File: config.mk
export PLATFORM = sky130hd
export DESIGN_NAME = adcm_shifter
export DESIGN_NICKNAME = d
export VERILOG_FILES = /design/src/rtl/adcm_pkg.sv /design/src/rtl/adcm_shifter.sv
export SDC_FILE = /design/constraint.sdc
export NUM_CORES = 1
export LEC_CHECK = 0
export BUFFER_PORTS_ARGS = -buffer_cell sky130_fd_sc_hd__buf_2
export CAP_MARGIN = 30
export CORE_MARGIN = 1.5
export CORE_UTILIZATION = 30
export CTS_BUF_LIST = sky130_fd_sc_hd__clkbuf_4
export DETAILED_ROUTE_END_ITERATION = 8
export GPL_TIMING_DRIVEN = 0
export SLEW_MARGIN = 5
export SYNTH_ARGS = -nofsm -noshare
export SYNTH_HDL_FRONTEND = slang
export SYNTH_SLANG_ARGS = --single-unit
File: constraint.sdc
create_clock -name clk -period 2.9 [get_ports clk]
set_input_delay 0.58 -clock clk [delete_from_list [all_inputs] [get_ports clk]]
set_output_delay 0.58 -clock clk [all_outputs]
set_load 0.02 [all_outputs]
File: src/rtl/adcm_pkg.sv
package adcm_pkg;
  // Falling-edge numbers (1-based after select falls) of the frame landmarks
  function automatic int null_edge();
    return 2;
  endfunction
  function automatic int first_bit_edge();
    return 3;
  endfunction
  function automatic int last_fwd_edge(input int w);
    return first_bit_edge() + w - 1;
  endfunction
  function automatic int last_replay_edge(input int w);
    return last_fwd_edge(w) + w - 1;
  endfunction
endpackage

File: src/rtl/adcm_shifter.sv
module adcm_shifter
  import adcm_pkg::*;
#(
  parameter int W     = 12,
  parameter int CNT_W = 5
) (
  input  logic             clk,
  input  logic             rst_n,
  input  logic             live,
  input  logic             sck_fall,
  input  logic [CNT_W-1:0] cnt,
  input  logic [W-1:0]     staged,
  output logic             dout,
  output logic             dout_en
);
  localparam logic [CNT_W-1:0] NULL_C = CNT_W'(null_edge());
  localparam logic [CNT_W-1:0] FRST_C = CNT_W'(first_bit_edge());
  localparam logic [CNT_W-1:0] LAST_C = CNT_W'(last_fwd_edge(W));
  localparam logic [CNT_W-1:0] END_C  = CNT_W'(last_replay_edge(W));
  localparam logic [CNT_W-1:0] LOAD_C = NULL_C - 1'b1;

  logic [W-1:0]     word;
  logic [CNT_W-1:0] idx;
  logic [W-1:0]     shifted;

  always_ff @(posedge clk) begin
    if (!rst_n) word <= '0;
    else if (live && sck_fall && cnt == LOAD_C) word <= staged;
  end

  always_comb begin
    idx = '0;
    if (cnt >= FRST_C && cnt <= LAST_C) idx = LAST_C - cnt;
    else if (cnt > LAST_C && cnt <= END_C) idx = cnt - LAST_C;
    shifted = word >> idx;
    dout_en = live && cnt >= NULL_C && cnt <= END_C;
    dout    = dout_en && cnt >= FRST_C && shifted[0];
  end
endmodule

==> results.py <==
metrics = {
    "status": {
        "status": "finished, violations left",
        "failed_checks": "negative setup slack",
    },
    "detailed_routing": {
        "wl_per_cell_um": 13.0,
        "drtAntennaViolNets": 0,
        "wirelength_mm": 2.10,
        "drt_first_pass_iters": 4,
        "vias_per_cell": 4.98,
        "first_iter_violations": 36,
        "drc_errors": 0,
        "via_count": 801,
    },
    "setup_path": {
        "cp.required_ps": 2320,
        "critPathCaptureType": "output pin",
        "crit_fanout": 4,
        "critPathLaunchType": "primary input",
        "rrSetupSlack_ps": 2270,
        "r2r-start": "word[7]",
        "r2r_cells": 2,
        "r2r_end": "word[7]",
        "path_class": "in -> out",
        "arrival_ps": 2470,
    },
    "grt": {
        "grt_pass1_wl_mm": 3.49,
        "grt_antenna_before_repair": 0,
        "grt_pass1_vias": 792,
        "grt_max_degree": 11,
        "grt_overflow_total": 0,
        "gr-usage-all-layers": 0.131,
    },
    "hold_path": {
        "hold_start": "word[4]",
        "min_path_type": "reg -> reg",
        "hold_path_end": "word[4]",
        "min_path_cells": 2,
    },
    "clock_network": {
        "cts_hold_buffers": 0,
        "cts.sinks": 12,
        "clkTransAtPathRegs_ps": 70,
        "clk_latency_ps": 260,
        "cts_root_buf": "clkbuf_4",
        "clock_path_buffers": 2,
        "cts_buffers": 3,
        "h-tree-depth": 1,
        "cts_tree": "done",
    },
    "pwr": {
        "total_power_uw": 379,
        "p_comb_frac": 0.295,
        "switching_share": 0.277,
        "internal-power_uw": 274,
        "seqPwrFrac": 0.437,
        "p_leak_uw": 0.000616,
        "p_sw_uw": 105,
        "peakVddDrop_v": 0.000204,
        "powerDensity_mw_per_mm2": 287,
        "power.share.clock": 0.268,
    },
    "timing": {
        "grt_setup_unrepaired": "true",
        "hold_viol": 0,
        "tightest_slew_ps": 674,
        "setup_ws_ps": -150,
        "slew_headroom": 0.551,
        "fmax_ghz": 0.328,
        "fin_crit_ps": 3050,
        "setup_viol": 1,
        "fin_crit_sh": 1.05,
        "drv_slew": 0,
        "finalHoldWorstSlack_ps": 516,
        "skew_ps": 0,
    },
    "synth": {
        "yosysSeqAreaShare": 0.257,
        "syn-num-nets": 124,
        "synth_area_um2": 936,
        "synth_common_cells": "dfxtp_1, mux2i_1, nor2b_1",
        "async_reset_ff_frac": 0,
        "synthCells": 94,
        "synth_edf_count": 0,
        "yosysTopAreaCellShare": 0.257,
        "yosysWarnings": 0,
        "synth.avg_cell_area_um2": 9.96,
        "ys_types": 31,
        "ys.flop_type": "dfxtp_1",
        "synth_top_cell_by_area": "dfxtp_1",
        "synth.area.top_cells": "dfxtp_1, mux2i_1, ha_1",
        "ys_ff_latch": 12,
    },
    "cells_and_area": {
        "largest_register": "word",
        "layout-drive-gt1-share": 0.383,
        "final_net_count": 159,
        "top_regs": "word x12",
        "area_delta_synth_final_pct": 40.9,
        "largest_reg_flops": 12,
        "antenna_cells": 0,
    },
    "placed_design": {
        "hpwl_mm": 1.50,
        "gp_congestion": 0.826,
        "io_buffer_count": 20,
    },
    "floorplan": {
        "die_y_um": 58.9,
        "start_util": 0.312,
        "die_area_mm2": 0.00346,
        "core_mm2": 0.00300,
        "ios": 23,
        "die_x_um": 58.9,
        "num_rows": 20,
    },
    "flow_run": {
        "cap_violations": 0,
    },
}
[cell usage in the layout, fill, tap and decap left out, types with 2 or more instances in the layout]
cell type  count
buf_2         17
mux2i_1       12
nor2b_1       12
dfxtp_1       12
buf_4          9
nand2_1        6
ha_1           6
buf_6          5
nand3_1        5
inv_1          3
o32a_1         3
ha_4           3
clkbuf_4       3
nor2_1         2
mux4_1         2
nand4_1        2
[power by group through the flow]
stage	logic, uW	registers, uW	clock network, uW
floorplan	57.2	169	0
global placement	82.1	169	0
detailed placement	84.8	170	0
CTS	104	166	108
global route	123	166	113
finish	112	166	102
[final cells by class]
class / instances / area, um^2
Timing Repair Buffer: 30 / 230
Clock inverter: 1 / 3.75
Buffer: 5 / 31.3
Fill cell: 310 / 1680
Sequential cell: 12 / 240
Inverter: 5 / 31.3
Multi-Input combinational cell: 72 / 718
Tap cell: 33 / 41.3
Clock buffer: 3 / 22.5
[what timing repair did]
item                       4_1_cts  5_1_grt
resized for setup               23        4
gates cloned                     0        1
setup endpoints to repair        1        1
buffers inserted                 7        2
pin swaps                        6        5
[per-stage QoR]
| step | area (um^2) | util | setup TNS [ps] | worst slack, ps | instances |
|---|---|---|---|---|---|
| floorplan | 961 | - | 0 | 11.4 | 94 |
| global placement | 1100 | 0.367 | -348 | -348 | 147 |
| detailed placement | 1100 | 0.367 | -381 | -381 | 147 |
| CTS | 1260 | 0.420 | -224 | -224 | 158 |
| global route | 1320 | 0.439 | -229 | -229 | 161 |
| finish | 1320 | 0.439 | -150 | -150 | 161 |
[per-layer routing]
metal / global-route usage / routed length (um) / vias up / share of wire
li1: - / - / 413 / -
met3: 0.00879 / 79 / 2 / 0.038
met5: 0 / 0 / - / 0
met2: 0.241 / 1140 / 17 / 0.54
met4: 0.0487 / 12 / 0 / 0.0057
met1: 0.159 / 874 / 369 / 0.42
[cells by family after synthesis]
family	Yosys count	synth area share
adder cells (fa/ha/maj)	9	0.120
buffers and inverters	10	0.0535
flip-flops	12	0.257
XOR/XNOR	1	0.00936
AO/OA/AOI/OAI	15	0.154
AND/OR/NAND/NOR	32	0.194
multiplexers	15	0.213
[critical path, cell delays in order]
cell	delay, ps
buf_6	100
buf_6	120
inv_8	60
ha_4	120
nand2_4	50
a211oi_4	320
a311oi_4	90
mux4_2	360
or3b_4	380
a31oi_4	140
buf_6	140
[how the worst max path moves through the flow]
stage           start  slack (ps)    to
2_1_floorplan  cnt[2]          10  dout
3_3_place_gp   cnt[2]        -350  dout
3_5_place_dp   cnt[2]        -380  dout
4_1_cts        cnt[2]        -220  dout
5_1_grt        cnt[2]        -230  dout
6_report       cnt[2]        -150  dout
Note: power is estimated with default switching activity, not from simulation.
